## config.mk

```make
export PLATFORM = sky130hd
export DESIGN_NAME = cmd_pkt_if
export DESIGN_NICKNAME = d
export VERILOG_FILES = /design/src/rtl/cmd_pkt_pkg.sv /design/src/rtl/cmd_pkt_fifo.sv /design/src/rtl/cmd_pkt_tx.sv /design/src/rtl/cmd_pkt_rx.sv /design/src/rtl/cmd_pkt_if.sv
export SDC_FILE = /design/constraint.sdc
export NUM_CORES = 2
export LEC_CHECK = 0
export ABC_AREA = 1
export BUFFER_PORTS_ARGS = -buffer_cell sky130_fd_sc_hd__buf_2
export CAP_MARGIN = 20
export CORE_MARGIN = 2
export CORE_UTILIZATION = 35
export DETAILED_ROUTE_END_ITERATION = 10
export GPL_TIMING_DRIVEN = 0
export HOLD_SLACK_MARGIN = 0.15
export PLACE_DENSITY = 0.51
export SYNTH_ARGS = -nofsm -noshare
export SYNTH_HDL_FRONTEND = slang
export SYNTH_HIERARCHICAL = 1
export SYNTH_SLANG_ARGS = --single-unit
```

## constraint.sdc

```tcl
create_clock -name clk_i -period 3 [get_ports clk_i]
set_input_delay 0.3 -clock clk_i [delete_from_list [all_inputs] [get_ports clk_i]]
set_output_delay 0.3 -clock clk_i [all_outputs]
set_load 0.02 [all_outputs]
```

## src/rtl/cmd_pkt_pkg.sv

```systemverilog
`timescale 1ns/1ps
package cmd_pkt_pkg;
  localparam logic [1:0] A_CTRL = 2'd0;
  localparam logic [1:0] A_HDR  = 2'd1;
  localparam logic [1:0] A_PLD  = 2'd2;
  localparam logic [1:0] A_STAT = 2'd3;

  localparam int ST_CMD_EMPTY = 0;
  localparam int ST_CMD_FULL  = 1;
  localparam int ST_WPL_EMPTY = 2;
  localparam int ST_WPL_FULL  = 3;
  localparam int ST_RPL_EMPTY = 4;
  localparam int ST_RPL_FULL  = 5;
  localparam int ST_RD_BUSY   = 6;
  localparam int ST_OVF       = 8;

  localparam logic [31:0] CTRL_MASK = 32'h010F_7F02;
  localparam int CTRL_ACK = 1;

  function automatic logic is_long(input logic [5:0] dt);
    return (dt == 6'h29) || (dt == 6'h39);
  endfunction

  function automatic logic is_read(input logic [5:0] dt);
    return (dt == 6'h04) || (dt == 6'h14) || (dt == 6'h24) || (dt == 6'h06);
  endfunction
endpackage

```

## src/rtl/cmd_pkt_fifo.sv

```systemverilog
`timescale 1ns/1ps
module cmd_pkt_fifo #(
  parameter int W     = 32,
  parameter int DEPTH = 16
) (
  input  logic         clk_i,
  input  logic         rst_ni,
  input  logic         push_i,
  input  logic         pop_i,
  input  logic [W-1:0] wdata_i,
  output logic [W-1:0] rdata_o,
  output logic         empty_o,
  output logic         full_o
);
  localparam int AW = (DEPTH > 1) ? $clog2(DEPTH) : 1;
  localparam logic [AW-1:0] LAST = AW'(DEPTH - 1);
  localparam logic [AW:0]   FULL_CNT = (AW+1)'(DEPTH);

  logic [W-1:0] mem_q [DEPTH];
  logic [AW-1:0] wp_q, rp_q;
  logic [AW:0]   cnt_q;
  logic do_push, do_pop;

  assign empty_o = (cnt_q == '0);
  assign full_o  = (cnt_q == FULL_CNT);
  assign do_push = push_i && !full_o;
  assign do_pop  = pop_i && !empty_o;
  assign rdata_o = mem_q[rp_q];

  always_ff @(posedge clk_i) begin
    if (do_push) mem_q[wp_q] <= wdata_i;
  end

  always_ff @(posedge clk_i or negedge rst_ni) begin
    if (!rst_ni) begin
      wp_q  <= '0;
      rp_q  <= '0;
      cnt_q <= '0;
    end else begin
      if (do_push) wp_q <= (wp_q == LAST) ? '0 : wp_q + 1'b1;
      if (do_pop)  rp_q <= (rp_q == LAST) ? '0 : rp_q + 1'b1;
      case ({do_push, do_pop})
        2'b10:   cnt_q <= cnt_q + 1'b1;
        2'b01:   cnt_q <= cnt_q - 1'b1;
        default: ;
      endcase
    end
  end

  assert_full_drop_R9: assert property (@(posedge clk_i) disable iff (!rst_ni)
    (push_i && full_o && !pop_i) |=> (full_o && $stable(cnt_q)));
  assert_fill_R11: assert property (@(posedge clk_i) disable iff (!rst_ni)
    (push_i && !full_o && !pop_i) |=> !empty_o);
endmodule

```

## src/rtl/cmd_pkt_tx.sv

```systemverilog
`timescale 1ns/1ps
module cmd_pkt_tx
  import cmd_pkt_pkg::*;
#(
  parameter int W    = 32,
  parameter int WC_W = 16
) (
  input  logic         clk_i,
  input  logic         rst_ni,
  input  logic [W-1:0] cmd_head_i,
  input  logic         cmd_empty_i,
  output logic         cmd_pop_o,
  input  logic [W-1:0] pld_head_i,
  input  logic         pld_empty_i,
  output logic         pld_pop_o,
  input  logic         busy_i,
  input  logic         ack_en_i,
  input  logic         tx_ready_i,
  output logic         tx_valid_o,
  output logic [W-1:0] tx_data_o,
  output logic         tx_hdr_o,
  output logic         tx_ack_o,
  output logic         launch_rd_o
);
  localparam int CNT_W = WC_W - 1;

  typedef enum logic {S_HDR, S_PLD} st_e;
  st_e st_q;
  logic [CNT_W-1:0] left_q;

  logic [5:0]      dt;
  logic [WC_W-1:0] wc;
  logic [WC_W:0]   wsum;
  logic [CNT_W-1:0] nwords;
  logic fire;

  assign dt     = cmd_head_i[5:0];
  assign wc     = cmd_head_i[8 +: WC_W];
  assign wsum   = {1'b0, wc} + (WC_W+1)'(3);
  assign nwords = wsum[WC_W:2];

  always_comb begin
    tx_hdr_o   = (st_q == S_HDR);
    tx_valid_o = tx_hdr_o ? (!cmd_empty_i && !busy_i) : !pld_empty_i;
    tx_data_o  = tx_hdr_o ? cmd_head_i : pld_head_i;
    tx_ack_o   = tx_hdr_o && ack_en_i;
  end

  assign fire        = tx_valid_o && tx_ready_i;
  assign cmd_pop_o   = fire && tx_hdr_o;
  assign pld_pop_o   = fire && !tx_hdr_o;
  assign launch_rd_o = cmd_pop_o && is_read(dt);

  always_ff @(posedge clk_i or negedge rst_ni) begin
    if (!rst_ni) begin
      st_q   <= S_HDR;
      left_q <= '0;
    end else if (cmd_pop_o) begin
      if (is_long(dt) && (nwords != '0)) begin
        st_q   <= S_PLD;
        left_q <= nwords;
      end
    end else if (pld_pop_o) begin
      left_q <= left_q - 1'b1;
      if (left_q == CNT_W'(1)) st_q <= S_HDR;
    end
  end

  assert_hold_R4: assert property (@(posedge clk_i) disable iff (!rst_ni)
    (tx_valid_o && !tx_ready_i) |=> (tx_valid_o && $stable(tx_data_o)));
  assert_pld_left_R3: assert property (@(posedge clk_i) disable iff (!rst_ni)
    (st_q == S_PLD) |-> (left_q != '0));
  assert_busy_block_R6: assert property (@(posedge clk_i) disable iff (!rst_ni)
    (busy_i && tx_hdr_o) |-> !cmd_pop_o);
endmodule

```

## src/rtl/cmd_pkt_rx.sv

```systemverilog
`timescale 1ns/1ps
module cmd_pkt_rx #(
  parameter int W = 32
) (
  input  logic         clk_i,
  input  logic         rst_ni,
  input  logic         rx_valid_i,
  input  logic [7:0]   rx_byte_i,
  input  logic         rx_last_i,
  input  logic         launch_i,
  output logic         push_o,
  output logic [W-1:0] word_o,
  output logic         busy_o
);
  localparam int NB = W / 8;
  localparam int IW = (NB > 1) ? $clog2(NB) : 1;

  logic [W-1:0]  acc_q;
  logic [IW-1:0] idx_q;

  always_comb begin
    word_o = acc_q;
    for (int b = 0; b < NB; b++) begin
      if (idx_q == IW'(b)) word_o[b*8 +: 8] = rx_byte_i;
    end
  end

  assign push_o = rx_valid_i && ((idx_q == IW'(NB - 1)) || rx_last_i);

  always_ff @(posedge clk_i or negedge rst_ni) begin
    if (!rst_ni) begin
      acc_q  <= '0;
      idx_q  <= '0;
      busy_o <= 1'b0;
    end else begin
      if (rx_valid_i) begin
        if (push_o) begin
          acc_q <= '0;
          idx_q <= '0;
        end else begin
          acc_q <= word_o;
          idx_q <= idx_q + 1'b1;
        end
      end
      if (launch_i)                     busy_o <= 1'b1;
      else if (rx_valid_i && rx_last_i) busy_o <= 1'b0;
    end
  end

  assert_busy_set_R6: assert property (@(posedge clk_i) disable iff (!rst_ni)
    launch_i |=> busy_o);
  assert_busy_clear_R6: assert property (@(posedge clk_i) disable iff (!rst_ni)
    (rx_valid_i && rx_last_i && !launch_i) |=> !busy_o);
  assert_pack_reset_R7: assert property (@(posedge clk_i) disable iff (!rst_ni)
    push_o |=> (idx_q == '0));
endmodule

```

## src/rtl/cmd_pkt_if.sv

```systemverilog
`timescale 1ns/1ps
module cmd_pkt_if
  import cmd_pkt_pkg::*;
#(
  parameter int DEPTH = 16
) (
  input  logic        clk_i,
  input  logic        rst_ni,
  input  logic        reg_we_i,
  input  logic        reg_re_i,
  input  logic [1:0]  reg_addr_i,
  input  logic [31:0] reg_wdata_i,
  output logic [31:0] reg_rdata_o,
  output logic        tx_valid_o,
  input  logic        tx_ready_i,
  output logic [31:0] tx_data_o,
  output logic        tx_hdr_o,
  output logic        tx_ack_req_o,
  input  logic        rx_valid_i,
  input  logic [7:0]  rx_byte_i,
  input  logic        rx_last_i
);
  localparam int W = 32;

  logic [W-1:0] ctrl_q;
  logic         ovf_q;

  logic cmd_push, cmd_pop, cmd_empty, cmd_full;
  logic wpl_push, wpl_pop, wpl_empty, wpl_full;
  logic rpl_push, rpl_pop, rpl_empty, rpl_full;
  logic [W-1:0] cmd_head, wpl_head, rpl_head, rx_word;
  logic rd_busy, launch_rd;
  logic ovf_set, ovf_clr;
  logic [W-1:0] status;

  assign cmd_push = reg_we_i && (reg_addr_i == A_HDR);
  assign wpl_push = reg_we_i && (reg_addr_i == A_PLD);
  assign rpl_pop  = reg_re_i && (reg_addr_i == A_PLD);

  cmd_pkt_fifo #(.W(W), .DEPTH(DEPTH)) u_cmd_fifo (
    .clk_i, .rst_ni, .push_i(cmd_push), .pop_i(cmd_pop), .wdata_i(reg_wdata_i),
    .rdata_o(cmd_head), .empty_o(cmd_empty), .full_o(cmd_full));

  cmd_pkt_fifo #(.W(W), .DEPTH(DEPTH)) u_wpl_fifo (
    .clk_i, .rst_ni, .push_i(wpl_push), .pop_i(wpl_pop), .wdata_i(reg_wdata_i),
    .rdata_o(wpl_head), .empty_o(wpl_empty), .full_o(wpl_full));

  cmd_pkt_fifo #(.W(W), .DEPTH(DEPTH)) u_rpl_fifo (
    .clk_i, .rst_ni, .push_i(rpl_push), .pop_i(rpl_pop), .wdata_i(rx_word),
    .rdata_o(rpl_head), .empty_o(rpl_empty), .full_o(rpl_full));

  cmd_pkt_tx #(.W(W), .WC_W(16)) u_tx (
    .clk_i, .rst_ni,
    .cmd_head_i(cmd_head), .cmd_empty_i(cmd_empty), .cmd_pop_o(cmd_pop),
    .pld_head_i(wpl_head), .pld_empty_i(wpl_empty), .pld_pop_o(wpl_pop),
    .busy_i(rd_busy), .ack_en_i(ctrl_q[CTRL_ACK]), .tx_ready_i,
    .tx_valid_o, .tx_data_o, .tx_hdr_o, .tx_ack_o(tx_ack_req_o),
    .launch_rd_o(launch_rd));

  cmd_pkt_rx #(.W(W)) u_rx (
    .clk_i, .rst_ni, .rx_valid_i, .rx_byte_i, .rx_last_i,
    .launch_i(launch_rd), .push_o(rpl_push), .word_o(rx_word), .busy_o(rd_busy));

  assign ovf_set = (cmd_push && cmd_full) || (wpl_push && wpl_full) || (rpl_push && rpl_full);
  assign ovf_clr = reg_we_i && (reg_addr_i == A_STAT) && reg_wdata_i[ST_OVF];

  always_ff @(posedge clk_i or negedge rst_ni) begin
    if (!rst_ni) begin
      ctrl_q <= '0;
      ovf_q  <= 1'b0;
    end else begin
      if (reg_we_i && (reg_addr_i == A_CTRL)) ctrl_q <= reg_wdata_i & CTRL_MASK;
      if (ovf_set)      ovf_q <= 1'b1;
      else if (ovf_clr) ovf_q <= 1'b0;
    end
  end

  always_comb begin
    status = '0;
    status[ST_CMD_EMPTY] = cmd_empty;
    status[ST_CMD_FULL]  = cmd_full;
    status[ST_WPL_EMPTY] = wpl_empty;
    status[ST_WPL_FULL]  = wpl_full;
    status[ST_RPL_EMPTY] = rpl_empty;
    status[ST_RPL_FULL]  = rpl_full;
    status[ST_RD_BUSY]   = rd_busy;
    status[ST_OVF]       = ovf_q;
    case (reg_addr_i)
      A_CTRL:  reg_rdata_o = ctrl_q;
      A_PLD:   reg_rdata_o = rpl_empty ? '0 : rpl_head;
      A_STAT:  reg_rdata_o = status;
      default: reg_rdata_o = '0;
    endcase
  end

  assert_flags_excl_R1: assert property (@(posedge clk_i) disable iff (!rst_ni)
    !(cmd_empty && cmd_full) && !(wpl_empty && wpl_full) && !(rpl_empty && rpl_full));
  assert_sticky_R9: assert property (@(posedge clk_i) disable iff (!rst_ni)
    (ovf_q && !ovf_clr) |=> ovf_q);
  assert_ovf_set_R9: assert property (@(posedge clk_i) disable iff (!rst_ni)
    (wpl_push && wpl_full) |=> ovf_q);
endmodule

```

==> metrics.txt <==
critical path cell sequence=buf_12, clkinv_8, buf_12, buf_12, buf_12, nand2_2, nand3_2, nand2_1, nor2_1, nand2_2, nand2_4, nor2_4, nor2_4, nand3_2, nand2_1, nand3_1, nor2_2, nand3_2, nand2_4, nand2_8, clkbuf_16, nand2_2, nand2_1; EDFF count, synth=1536; Tcrit/Tclk final=1.06; Port Buffers=115; final-layout fill cell count=19855; top cell type's share of synthesized area=0.625; DR pass1 iterations=6; share of post-route cells with drive strength above 1=0.189; RSZ-0062 raised after global routing=true; DR WL/cell=20.5 um; die height=463 um; total grt overflow=0; core area=210000 um2; H-Tree Level Count=4; CP most frequent cell=buf_12; Worst setup SP type=flip-flop; Final nets=8156; Tmin final=3.17 ns; crit path capture=u_tx/left_q[8]$_DFFE_PN0P_; Ports=116; r2r setup slk=-0.17 ns; Mapped Avg Cell Area=9.77 um2; CP Launch Point=u_cmd_fifo/rp_q[0]$_DFFE_PN0P_; GP Congestion=0.866; status=finished, violations left; clock-pin slew on the worst setup and hold paths=0.06 ns; largest net degree at the start of global routing=73; CTS tree=built; vias in the first global route=49523; root buf cell=clkbuf_16; post-synthesis cell area=73800 um2; Crit Reg-Reg Startpoint=u_cmd_fifo/rp_q[0]$_DFFE_PN0P_; first-pass GRT wire length=326000 um; initial DRC count=4335; Max Cap Viol=0; Syn Nets=7636; routed vias=52091; GRT Total Usage=0.204; crit-path max FO=8; Netlist cell types=43; largest area contributor in the netlist=edfxtp_1; Routed Antenna Nets=0; Area contributors post-synth=edfxtp_1, nand2_1, inv_1; DPL Wire Length=153000 um; CP Capture Type=flip-flop; critical path type=reg -> reg; Worst-Margin Slew=0.987 ns; Worst Skew=0.0384 ns; initial antenna violation count=8; synthesized flop and latch total=1640; FMAX=315 MHz; PnR worst setup slack=-0.170 ns; Routed WL=226000 um; Power per Cell Area=917 nW/um2; post-synthesis sequential area ratio=0.661; Req. time, crit path=3.69 ns; R2R cell count=23; Die Area=214000 um2; worst stage delay on the critical path=0.40 ns; top_reg_cell synth=edfxtp_1; Hold WC Path Type=in -> reg; failing checks=negative setup slack; die width=463 um; final cell count without fillers=11031; synth cell count leaders=nand2_1, edfxtp_1, inv_1; Worst Path Buf+Inv=6; WHS=0.186 ns; CP max-delay cell=dfrtp_1; Layout area overhead=24.3%; Final setup viols=57; CTS Buf Count=180; Post-Layout Inst Area=91700 um2; worst r2r dst=u_tx/left_q[8]$_DFFE_PN0P_; Starting Density=0.352; row count=168; max-slew violations=0; most frequent cell after synthesis=nand2_1; Worst VDD drop=0.759 mV; Clk Latency, worst-skew pair=0.83 ns; CTS sink count=1640; CP top delay family=simple AND/OR/NAND/NOR gates; area post-placement=79300 um2; vias per cell=4.72; Post-synth ARST share=0.0634; CP arrival=3.86 ns; max_slew headroom=0.342; Static Leak=39.7 nW; Inst Count DP=10520; Yosys warning count=6; Mapped Cells=7551; DR DRC count=0; Hold Vio Cnt, Final=0; min-delay src=reg_wdata_i[10]; worst-case clock buffer depth=3; WP depth=23
-- per-layer routing --
layer / vias to the layer above / part of all wire / global-route usage
li1: 25005 / - / -
met2: 1448 / 0.49 / 0.351
met4: 2 / 0.035 / 0.0680
met5: - / 0.000031 / 0
met1: 25276 / 0.42 / 0.264
met3: 360 / 0.048 / 0.0259
-- repair_timing --
action,in CTS,in global routing
hold buffers,44,0
gates cloned,3,23
pin swaps,72,254
setup buffers,54,51
endpoints found under the setup margin,597,164
endpoints found under the hold margin,964,0
resized for setup,688,738
-- state kept, by name (all words and copies together) (netlist names), 2 cells and up --
signal            cells
u_rx/acc_q           32
u_rx/idx_q            2
u_wpl_fifo/rp_q       4
u_wpl_fifo/wp_q       4
u_cmd_fifo/mem_q    512
ctrl_q               13
u_rpl_fifo/rp_q       4
u_cmd_fifo/wp_q       4
u_wpl_fifo/mem_q    512
u_rpl_fifo/wp_q       4
u_cmd_fifo/rp_q       4
u_wpl_fifo/cnt_q      5
u_tx/left_q          15
u_rpl_fifo/mem_q    512
u_rpl_fifo/cnt_q      5
u_cmd_fifo/cnt_q      5
-- per-stage QoR --
| stage | TNS (ns) | util | setup slack [ns] | power, mW |
|---|---|---|---|---|
| after floorplan | -49.01 | - | -0.110 | 43.2 |
| after global placement | -3041.86 | 0.371 | -2.84 | 53.5 |
| after detailed placement | -367.78 | 0.378 | -1.05 | 54.0 |
| after CTS | -9.66 | 0.421 | -0.290 | 79.7 |
| after global routing | -13.41 | 0.437 | -0.306 | 88.1 |
| final | -5.25 | 0.438 | -0.170 | 84.1 |
-- power by group --
group	total (mW)	leakage, nW	internal [mW]	switching [mW]
clock network	21.2	2.70	12.0	9.18
registers	26.8	15.3	26.3	0.511
logic	36.1	21.7	13.0	23.1
total	84.1	39.7	51.3	32.8
-- logic make-up after synthesis --
logic type	after synthesis	synth area share
AOI/OAI and AO/OA	71	0.00509
buffers and inverters	1599	0.0909
and+or+nand+nor	4185	0.235
adders and majority gates	37	0.00655
xor gates and xnor gates	19	0.00226
DFF	1640	0.661
-- area by class of cell --
cell class / instances / area, um2 / share of cell area
sequential: 1640 / 48700 / 0.531
multi-input combinational: 4314 / 21400 / 0.233
inverter: 1268 / 4880 / 0.0532
clock buffer: 238 / 4840 / 0.0528
timing repair buffer: 337 / 4200 / 0.0459
tap: 2805 / 3510 / 0.0383
buffer: 330 / 3450 / 0.0376
clock inverter: 90 / 707 / 0.00771
antenna: 9 / 22.5 / 0.000246
-- worst reg2reg max path, cell delays in order (launching register included) --
cell and delay (ns):
dfrtp_1 0.40, buf_12 0.17, clkinv_8 0.08, buf_12 0.16, buf_12 0.14, buf_12 0.13, nand2_2 0.06, nand3_2 0.06
nand2_1 0.05, nor2_1 0.12, nand2_2 0.13, nand2_4 0.15, nor2_4 0.09, nor2_4 0.19, nand3_2 0.15, nand2_1 0.14
nand3_1 0.11, nor2_2 0.13, nand3_2 0.10, nand2_4 0.14, nand2_8 0.09, clkbuf_16 0.17, nand2_2 0.05, nand2_1 0.04
-- worst min path at each step --
stage          slack, ns                                end  cells past startpoint
2_1_floorplan      0.004             ctrl_q[10]$_DFFE_PN0P_                      0
3_3_place_gp        0.46         u_rx/acc_q[21]$_DFFE_PN0P_                      2
3_5_place_dp        0.25         u_rx/acc_q[19]$_DFFE_PN0P_                      1
4_1_cts             0.15             ctrl_q[10]$_DFFE_PN0P_                      3
5_1_grt             0.20  u_wpl_fifo/mem_q[2][10]$_DFFE_PP_                      1
6_report            0.19             ctrl_q[10]$_DFFE_PN0P_                      3
-- placed cells by master (no fill, tap or decap), types with 119 or more instances in the layout --
cell type	Yosys	layout
nand2_1	2928	2614
edfxtp_1	1536	1536
inv_1	1251	1218
nand3_1	853	718
clkbuf_16	0	204
nor2_1	304	202
nand2_2	3	198
nand3_2	51	177
buf_4	82	151
buf_6	13	142
nand2_4	5	119
Power figures use the tool's default switching activity.
